File: src/rtl/chunk_add_pkg.sv
package chunk_add_pkg;
  localparam int unsigned DEF_CHUNK_W    = 64;
  localparam int unsigned DEF_MAX_CHUNKS = 8;
  localparam int unsigned DEF_EXP_W      = 16;
  localparam int unsigned DEF_GUARD_W    = 8;
  localparam int unsigned DEF_INT_W      = 3;

  typedef enum logic [1:0] {
    ST_IDLE = 2'd0,
    ST_RUN  = 2'd1,
    ST_HOLD = 2'd2
  } seq_state_e;

  // counts of zero read as one, counts above hi read as hi
  function automatic logic [7:0] clamp_cnt(input logic [7:0] v, input logic [7:0] hi);
    if (v == 8'd0)    return 8'd1;
    else if (v > hi)  return hi;
    else              return v;
  endfunction
endpackage

File: src/rtl/chunk_op_buf.sv
module chunk_op_buf #(
  parameter int unsigned CHUNK_W    = 64,
  parameter int unsigned MAX_CHUNKS = 8,
  localparam int unsigned LEN_W     = $clog2(MAX_CHUNKS + 1),
  localparam int unsigned IDX_W     = $clog2(MAX_CHUNKS),
  localparam int unsigned BUS_W     = CHUNK_W * MAX_CHUNKS
) (
  input  logic               clk_i,
  input  logic               rst_ni,
  input  logic               load_i,
  input  logic [LEN_W-1:0]   len_i,
  input  logic [BUS_W-1:0]   mant_i,
  input  logic [IDX_W-1:0]   sel_i,
  output logic [CHUNK_W-1:0] chunk_o
);
  logic [CHUNK_W-1:0] mem_q [MAX_CHUNKS];

  always_ff @(posedge clk_i or negedge rst_ni) begin
    if (!rst_ni) begin
      for (int k = 0; k < MAX_CHUNKS; k++) mem_q[k] <= '0;
    end else if (load_i) begin
      for (int k = 0; k < MAX_CHUNKS; k++) begin
        // unused chunks are stored as zero
        mem_q[k] <= (LEN_W'(k) < len_i) ? mant_i[k*CHUNK_W +: CHUNK_W] : '0;
      end
    end
  end

  assign chunk_o = mem_q[sel_i];
endmodule

File: src/rtl/chunk_add_seq.sv
module chunk_add_seq
  import chunk_add_pkg::*;
#(
  parameter int unsigned MAX_CHUNKS = 8,
  localparam int unsigned LEN_W     = $clog2(MAX_CHUNKS + 1),
  localparam int unsigned IDX_W     = $clog2(MAX_CHUNKS)
) (
  input  logic             clk_i,
  input  logic             rst_ni,
  input  logic             in_valid_i,
  input  logic             out_ready_i,
  input  logic [LEN_W-1:0] a_len_i,
  input  logic [LEN_W-1:0] b_len_i,
  input  logic [LEN_W-1:0] wp_i,
  output logic             in_ready_o,
  output logic             out_valid_o,
  output logic             load_o,
  output logic             step_o,
  output logic [IDX_W-1:0] idx_o,
  output logic [LEN_W-1:0] rl_o,
  output logic [LEN_W-1:0] n_o
);
  seq_state_e       state_q, state_d;
  logic [IDX_W-1:0] idx_q;
  logic [LEN_W-1:0] n_q, rl_q, wp_q, cnt_q;
  logic [LEN_W-1:0] n_new, rl_new;

  assign in_ready_o  = (state_q == ST_IDLE);
  assign out_valid_o = (state_q == ST_HOLD);
  assign load_o      = in_valid_i && in_ready_o;
  assign step_o      = (state_q == ST_RUN);
  assign idx_o       = idx_q;
  assign rl_o        = rl_q;
  assign n_o         = n_q;

  assign n_new  = (a_len_i > b_len_i) ? a_len_i : b_len_i;
  assign rl_new = (n_new < wp_i) ? n_new : wp_i;

  always_comb begin
    state_d = state_q;
    unique case (state_q)
      ST_IDLE: if (load_o) state_d = ST_RUN;
      ST_RUN:  if (idx_q == '0) state_d = ST_HOLD;
      ST_HOLD: if (out_ready_i) state_d = ST_IDLE;
      default: state_d = ST_IDLE;
    endcase
  end

  always_ff @(posedge clk_i or negedge rst_ni) begin
    if (!rst_ni) begin
      state_q <= ST_IDLE;
      idx_q   <= '0;
      n_q     <= '0;
      rl_q    <= '0;
      wp_q    <= '0;
      cnt_q   <= '0;
    end else begin
      state_q <= state_d;
      if (load_o) begin
        n_q   <= n_new;
        rl_q  <= rl_new;
        wp_q  <= wp_i;
        idx_q <= IDX_W'(n_new - 1'b1);
        cnt_q <= '0;
      end else if (step_o) begin
        cnt_q <= cnt_q + 1'b1;
        if (idx_q != '0) idx_q <= idx_q - 1'b1;
      end
    end
  end

  AST_LATENCY: assert property (@(posedge clk_i) disable iff (!rst_ni)
    $rose(out_valid_o) |-> (cnt_q == n_q));

  AST_LEN_CAP: assert property (@(posedge clk_i) disable iff (!rst_ni)
    out_valid_o |-> (rl_q != '0) && (rl_q <= wp_q) && (rl_q <= n_q));

  AST_HOLD_VALID: assert property (@(posedge clk_i) disable iff (!rst_ni)
    out_valid_o && !out_ready_i |=> out_valid_o && $stable(rl_q));

  AST_STEP_RANGE: assert property (@(posedge clk_i) disable iff (!rst_ni)
    step_o |-> (LEN_W'(idx_q) < n_q));
endmodule

File: src/rtl/chunk_add_dp.sv
module chunk_add_dp #(
  parameter int unsigned CHUNK_W    = 64,
  parameter int unsigned MAX_CHUNKS = 8,
  parameter int unsigned GUARD_W    = 8,
  parameter int unsigned INT_W      = 3,
  localparam int unsigned LEN_W     = $clog2(MAX_CHUNKS + 1),
  localparam int unsigned IDX_W     = $clog2(MAX_CHUNKS),
  localparam int unsigned BUS_W     = CHUNK_W * MAX_CHUNKS,
  localparam int unsigned SUM_W     = CHUNK_W + 2
) (
  input  logic               clk_i,
  input  logic               rst_ni,
  input  logic               load_i,
  input  logic               step_i,
  input  logic [IDX_W-1:0]   idx_i,
  input  logic [LEN_W-1:0]   rl_i,
  input  logic [LEN_W-1:0]   n_i,
  input  logic [CHUNK_W-1:0] a_chunk_i,
  input  logic [CHUNK_W-1:0] b_chunk_i,
  output logic [BUS_W-1:0]   res_mant_o,
  output logic [GUARD_W-1:0] res_guard_o,
  output logic [INT_W-1:0]   res_int_o
);
  logic [CHUNK_W-1:0] res_q [MAX_CHUNKS];
  logic [1:0]         carry_q;
  logic               round_q, sticky_q;
  logic [GUARD_W-1:0] guard_q;
  logic [INT_W-1:0]   int_q;

  logic [LEN_W-1:0]   idx_ext;
  logic               trunc, kept, at_rl, round_pt, inc;
  logic [SUM_W-1:0]   sum_raw, sum_fin;
  logic [CHUNK_W-1:0] sum_c;
  logic [1:0]         carry_out;

  assign idx_ext  = LEN_W'(idx_i);
  assign trunc    = n_i > rl_i;
  assign kept     = idx_ext < rl_i;
  assign at_rl    = idx_ext == rl_i;
  assign round_pt = trunc && (idx_ext == rl_i - 1'b1);

  // carry can reach 2 when a rounding increment meets an incoming carry
  assign sum_raw   = SUM_W'(a_chunk_i) + SUM_W'(b_chunk_i) + SUM_W'(carry_q);
  assign inc       = round_pt && round_q && (sticky_q || sum_raw[0]);
  assign sum_fin   = sum_raw + SUM_W'(inc);
  assign sum_c     = sum_fin[CHUNK_W-1:0];
  assign carry_out = sum_fin[SUM_W-1:CHUNK_W];

  always_ff @(posedge clk_i or negedge rst_ni) begin
    if (!rst_ni) begin
      for (int k = 0; k < MAX_CHUNKS; k++) res_q[k] <= '0;
      carry_q  <= '0;
      round_q  <= 1'b0;
      sticky_q <= 1'b0;
      guard_q  <= '0;
      int_q    <= '0;
    end else if (load_i) begin
      for (int k = 0; k < MAX_CHUNKS; k++) res_q[k] <= '0;
      carry_q  <= '0;
      round_q  <= 1'b0;
      sticky_q <= 1'b0;
      guard_q  <= '0;
      int_q    <= '0;
    end else if (step_i) begin
      carry_q <= carry_out;
      if (kept) begin
        res_q[idx_i] <= sum_c;
      end else if (at_rl) begin
        round_q  <= sum_c[CHUNK_W-1];
        sticky_q <= sticky_q | (|sum_c[CHUNK_W-2:0]);
        guard_q  <= {sum_c[CHUNK_W-1 -: GUARD_W-1],
                     sticky_q | (|sum_c[CHUNK_W-GUARD_W:0])};
      end else begin
        sticky_q <= sticky_q | (|sum_c);
      end
      if (idx_i == '0) int_q <= INT_W'(2) + INT_W'(carry_out);
    end
  end

  for (genvar g = 0; g < MAX_CHUNKS; g++) begin : g_res
    assign res_mant_o[g*CHUNK_W +: CHUNK_W] = res_q[g];
  end
  assign res_guard_o = guard_q;
  assign res_int_o   = int_q;

  AST_CARRY_RANGE: assert property (@(posedge clk_i) disable iff (!rst_ni)
    carry_q <= 2'd2);

  AST_NO_ROUND_FULL: assert property (@(posedge clk_i) disable iff (!rst_ni)
    step_i && !trunc |-> !round_q && !sticky_q && (guard_q == '0));

  AST_INC_KEPT: assert property (@(posedge clk_i) disable iff (!rst_ni)
    step_i && inc |-> kept);
endmodule

File: src/rtl/chunk_add_stage.sv
module chunk_add_stage
  import chunk_add_pkg::*;
#(
  parameter int unsigned CHUNK_W    = DEF_CHUNK_W,
  parameter int unsigned MAX_CHUNKS = DEF_MAX_CHUNKS,
  parameter int unsigned EXP_W      = DEF_EXP_W,
  parameter int unsigned GUARD_W    = DEF_GUARD_W,
  parameter int unsigned INT_W      = DEF_INT_W,
  localparam int unsigned LEN_W     = $clog2(MAX_CHUNKS + 1),
  localparam int unsigned IDX_W     = $clog2(MAX_CHUNKS),
  localparam int unsigned BUS_W     = CHUNK_W * MAX_CHUNKS
) (
  input  logic               clk_i,
  input  logic               rst_ni,
  input  logic               in_valid_i,
  output logic               in_ready_o,
  input  logic [LEN_W-1:0]   a_len_i,
  input  logic [BUS_W-1:0]   a_mant_i,
  input  logic [LEN_W-1:0]   b_len_i,
  input  logic [BUS_W-1:0]   b_mant_i,
  input  logic               sign_i,
  input  logic [EXP_W-1:0]   exp_i,
  input  logic [LEN_W-1:0]   wp_i,
  output logic               out_valid_o,
  input  logic               out_ready_i,
  output logic [LEN_W-1:0]   res_len_o,
  output logic [BUS_W-1:0]   res_mant_o,
  output logic [INT_W-1:0]   res_int_o,
  output logic [GUARD_W-1:0] res_guard_o,
  output logic               res_sign_o,
  output logic [EXP_W-1:0]   res_exp_o
);
  logic [LEN_W-1:0]   a_len_c, b_len_c, wp_c, rl, n_tot;
  logic               load, step;
  logic [IDX_W-1:0]   idx;
  logic [CHUNK_W-1:0] a_chunk, b_chunk;
  logic               sign_q;
  logic [EXP_W-1:0]   exp_q;

  assign a_len_c = LEN_W'(clamp_cnt(8'(a_len_i), 8'(MAX_CHUNKS)));
  assign b_len_c = LEN_W'(clamp_cnt(8'(b_len_i), 8'(MAX_CHUNKS)));
  assign wp_c    = LEN_W'(clamp_cnt(8'(wp_i),    8'(MAX_CHUNKS)));

  chunk_add_seq #(.MAX_CHUNKS(MAX_CHUNKS)) u_seq (
    .clk_i       (clk_i),
    .rst_ni      (rst_ni),
    .in_valid_i  (in_valid_i),
    .out_ready_i (out_ready_i),
    .a_len_i     (a_len_c),
    .b_len_i     (b_len_c),
    .wp_i        (wp_c),
    .in_ready_o  (in_ready_o),
    .out_valid_o (out_valid_o),
    .load_o      (load),
    .step_o      (step),
    .idx_o       (idx),
    .rl_o        (rl),
    .n_o         (n_tot)
  );

  chunk_op_buf #(.CHUNK_W(CHUNK_W), .MAX_CHUNKS(MAX_CHUNKS)) u_buf_a (
    .clk_i   (clk_i),
    .rst_ni  (rst_ni),
    .load_i  (load),
    .len_i   (a_len_c),
    .mant_i  (a_mant_i),
    .sel_i   (idx),
    .chunk_o (a_chunk)
  );

  chunk_op_buf #(.CHUNK_W(CHUNK_W), .MAX_CHUNKS(MAX_CHUNKS)) u_buf_b (
    .clk_i   (clk_i),
    .rst_ni  (rst_ni),
    .load_i  (load),
    .len_i   (b_len_c),
    .mant_i  (b_mant_i),
    .sel_i   (idx),
    .chunk_o (b_chunk)
  );

  chunk_add_dp #(
    .CHUNK_W(CHUNK_W), .MAX_CHUNKS(MAX_CHUNKS),
    .GUARD_W(GUARD_W), .INT_W(INT_W)
  ) u_dp (
    .clk_i       (clk_i),
    .rst_ni      (rst_ni),
    .load_i      (load),
    .step_i      (step),
    .idx_i       (idx),
    .rl_i        (rl),
    .n_i         (n_tot),
    .a_chunk_i   (a_chunk),
    .b_chunk_i   (b_chunk),
    .res_mant_o  (res_mant_o),
    .res_guard_o (res_guard_o),
    .res_int_o   (res_int_o)
  );

  // side-information barrier
  always_ff @(posedge clk_i or negedge rst_ni) begin
    if (!rst_ni) begin
      sign_q <= 1'b0;
      exp_q  <= '0;
    end else if (load) begin
      sign_q <= sign_i;
      exp_q  <= exp_i;
    end
  end

  assign res_sign_o = sign_q;
  assign res_exp_o  = exp_q;
  assign res_len_o  = rl;

  AST_READY_EXCL: assert property (@(posedge clk_i) disable iff (!rst_ni)
    in_ready_o |-> !out_valid_o);

  AST_HOLD_STABLE: assert property (@(posedge clk_i) disable iff (!rst_ni)
    out_valid_o && !out_ready_i |=> $stable(res_mant_o) && $stable(res_guard_o)
      && $stable(res_int_o) && $stable(res_exp_o) && $stable(res_sign_o));

  AST_SIDE_KEEP: assert property (@(posedge clk_i) disable iff (!rst_ni)
    !in_ready_o |=> $stable(res_exp_o) && $stable(res_sign_o));

  AST_INT_RANGE: assert property (@(posedge clk_i) disable iff (!rst_ni)
    out_valid_o |-> (res_int_o >= INT_W'(2)) && (res_int_o <= INT_W'(4)));
endmodule

File: config.mk
export PLATFORM = sky130hd
export DESIGN_NAME = chunk_add_stage
export DESIGN_NICKNAME = d
export VERILOG_FILES = /design/src/rtl/chunk_add_pkg.sv /design/src/rtl/chunk_op_buf.sv /design/src/rtl/chunk_add_seq.sv /design/src/rtl/chunk_add_dp.sv /design/src/rtl/chunk_add_stage.sv
export SDC_FILE = /design/constraint.sdc
export NUM_CORES = 2
export LEC_CHECK = 0
export CAP_MARGIN = 10
export CORE_AREA = 2 2 628 630
export DETAILED_ROUTE_END_ITERATION = 7
export DIE_AREA = 0 0 630 632
export GPL_TIMING_DRIVEN = 0
export MAX_ROUTING_LAYER = met4
export SYNTH_ARGS = -nofsm -noshare
export SYNTH_HDL_FRONTEND = slang
export SYNTH_SLANG_ARGS = --single-unit
File: constraint.sdc
create_clock -name clk_i -period 9 [get_ports clk_i]
set_clock_uncertainty 0.05 [all_clocks]
set_input_delay 2.25 -clock clk_i [delete_from_list [all_inputs] [get_ports clk_i]]
set_output_delay 2.25 -clock clk_i [all_outputs]
set_load 0.02 [all_outputs]
==> out/results.txt <==
Top cell type's share of synthesized area = 54.7%
Grt ovf = 0
Initial Util = 18.5%
Die width = 630 um
Final Max Slew Viols = 0
Nets@finish = 10500
Crit path largest cell delay = 570 ps
Pin count of the biggest net entering global routing = 170
Row cnt = 230
Post-Syn Area = 72300 um^2
Drt via density = 5.03
Synth cell count leaders = 1580 x dfrtp_1, 1291 x nand2_1, 779 x nand3_1, 641 x a22o_1, 534 x clkbuf_1
Clock root buffer = clkbuf_16
Drt initial violations = 8320
# fillers = 41400
Skew-Pair Late Insertion Delay = 930 ps
Synth top area cells = dfrtp_1 55%, a22o_1 7.8%, nand2_1 6.7%
Post-DP HPWL = 460000 um
Final WL = 562000 um
Register area = 39500 um^2
Seq cells post-synth = 1580
Status = completed
Pwr/cell area = 561 nW/um^2
Synth unique cells = 107
Final total power = 61.0 mW
Total core area = 391000 um^2
Multi-input gate area = 32200 um^2
Final ANT Viol Nets = 0
CP max stage cell = or4_1
CTS Sinks = 1580
Commonest register cell after synthesis = dfrtp_1
Post-route setup TNS = 0 ps
Clock slew at reported path FFs = 60 ps
Startpoint types = register
Area grow syn2layout = 50.4%
Die height = 632 um
HP Class = reg -> reg
Max VDD drop = 0.000504 V
Register area share after synthesis = 54.7%
# H-tree levels = 4
Setup CP Type = reg -> reg
Most numerous cell in the Yosys netlist = dfrtp_1
Avg Inst Size Synth = 9.92 um^2
Setup violators final = 0
Residual DRC = 0
Die area = 398000 um^2
Most frequent cell on the critical path = buf_4
Share of cells above drive strength 1 = 11.8%
Critical Path AT = 9630 ps
Period utilisation layout = 99.2%
Synthesis warning total = 0
Maximum Capacitance Violations = 0
Largest area contributor in the netlist = dfrtp_1
Net Count, Synth = 8431
Port Buffers = 1602
WP data required = 9700 ps
First-pass GRT wire length = 716000 um
Initial antenna violation count = 176
Max Fclk = 112 MHz
Worst-Margin Slew = 1460 ps
Cts bufs inserted = 186
Tot GR Track Use = 27.9%
Post-synth ARST share = 100%
Worst setup EP type = register
CTS tree = done
Total number of vias = 74900
Worst-path fanout max = 10
Lkg Pwr = 45.8 nW
Hold Fails Final Rpt = 0
DR pass1 iterations = 7
I/O pin count = 1603
WL/cell = 37.7 um
Min Tclk post-route = 8930 ps
Mapped Cells = 7288
Max_slew headroom = 2.67%
GP Congestion = 0.976
EDFF count, synth = 0
CTS max path bufs = 4
Vias in the first global route = 71800
[cell type report]
cell class	count	area share, %
Sequential cell	1580	36.4
Multi-Input combinational cell	5068	29.6
Timing Repair Buffer	1907	19.1
Tap cell	5220	6.01
Clock buffer	234	4.69
Buffer	593	2.68
Clock inverter	96	1.04
Antenna cell	163	0.375
Inverter	42	0.150
[critical path: cells and delay by family (launching register included)]
kind	cells	cell delay [ps]
adders and majority gates	1	470
AOI/OAI and AO/OA	7	2000
buffers and inverters	8	1540
DFF	1	440
and+or+nand+nor	13	4240
[layout by cell type, fill, tap and decap left out, drive strengths merged, types with 19 or more instances in the layout]
cell,synthesis,final
a22oi,514,514
buf,64,393
nand3,781,781
and4,21,21
nor3,64,64
a22o,641,641
nand2,1291,1291
dfrtp,1580,1580
o21ai,513,513
xor2,41,41
and3,23,23
clkdlybuf4s50,0,1601
a21oi,176,176
mux2i,19,19
o21a,20,20
diode,0,163
and2,21,21
a21o,25,25
clkinv,1,47
ha,84,84
clkbuf,534,739
or3,24,24
inv,41,56
nand4,201,201
a211oi,28,28
xnor2,99,99
nor4,49,49
nor2,185,185
[state kept, by name, summed over array words and instances, names as in the netlist]
signal	cells
res_exp_o	16
res_sign_o	1
u_buf_a.mem_q	512
u_buf_b.mem_q	512
u_dp.carry_q	2
u_dp.res_guard_o	8
u_dp.res_int_o	3
u_dp.res_mant_o	512
u_dp.sticky_q	1
u_seq.idx_o	3
u_seq.n_o	4
u_seq.rl_o	4
u_seq.state_q	2
[worst paths after layout]
path                                        end  slack, ps          startpoint  depth (start not counted)
min in group asynchronous  u_dp.res_mant_o[474]       1140              rst_ni                          1
min                          u_buf_a.mem_q[284]        420  u_buf_a.mem_q[284]                          2
max reg2reg                       u_dp.sticky_q         70      u_seq.idx_o[2]                         29
min reg2reg                  u_buf_a.mem_q[284]        420  u_buf_a.mem_q[284]                          2
max in group asynchronous    u_buf_b.mem_q[353]       3440              rst_ni                          7
max                               u_dp.sticky_q         70      u_seq.idx_o[2]                         29
[metal layers]
metal  GRT usage (%)  wire length (um)  up-vias
met5               -                 0        -
met4            19.8             48000        0
met3            4.68             37700     1251
met2            45.7            268000     4663
met1            31.0            208000    37800
li1                -                 -    31200
[timing repair]
item                       4_1_cts  5_1_grt
setup buffers                   83       28
hold buffers                     0        0
resized for setup              306      129
cloned                           0        0
pin swaps                       66       64
setup endpoints to repair      420       61
[per-stage QoR]
stage	instance area (um^2)	hold slack, ps	utilization (%)	instances	setup slack (ps)
5_1_grt	109000	430	27.8	14900	-41.7
3_3_place_gp	94800	400	24.2	14100	-70920
3_5_place_dp	99400	406	25.4	14300	-3970
2_1_floorplan	72300	389	-	7288	1410
6_report	109000	416	27.8	14900	68.6
4_1_cts	108000	419	27.5	14700	4.06
[cells by family (layout without fill, tap and decap cells)]
family / count (synthesis) / after routing / synth area share, %
fa+ha+maj: 87 / 87 / 1.52
simple gates: 2756 / 2756 / 17.8
mux: 21 / 21 / 0.294
buf+inv: 640 / 2872 / 3.41
compound gates: 2064 / 2064 / 20.5
flops: 1580 / 1580 / 54.7
other cells: 0 / 163 / 0
xor+xnor: 140 / 140 / 1.77
[power by group]
| group | internal, mW | switching, mW | total [mW] | leakage, nW |
|---|---|---|---|---|
| combinational | 13.2 | 27.7 | 40.9 | 22.1 |
| clock | 4.53 | 3.44 | 7.96 | 3.03 |
| sequential | 10.0 | 2.09 | 12.1 | 20.7 |
Power figures use the tool's default switching activity.
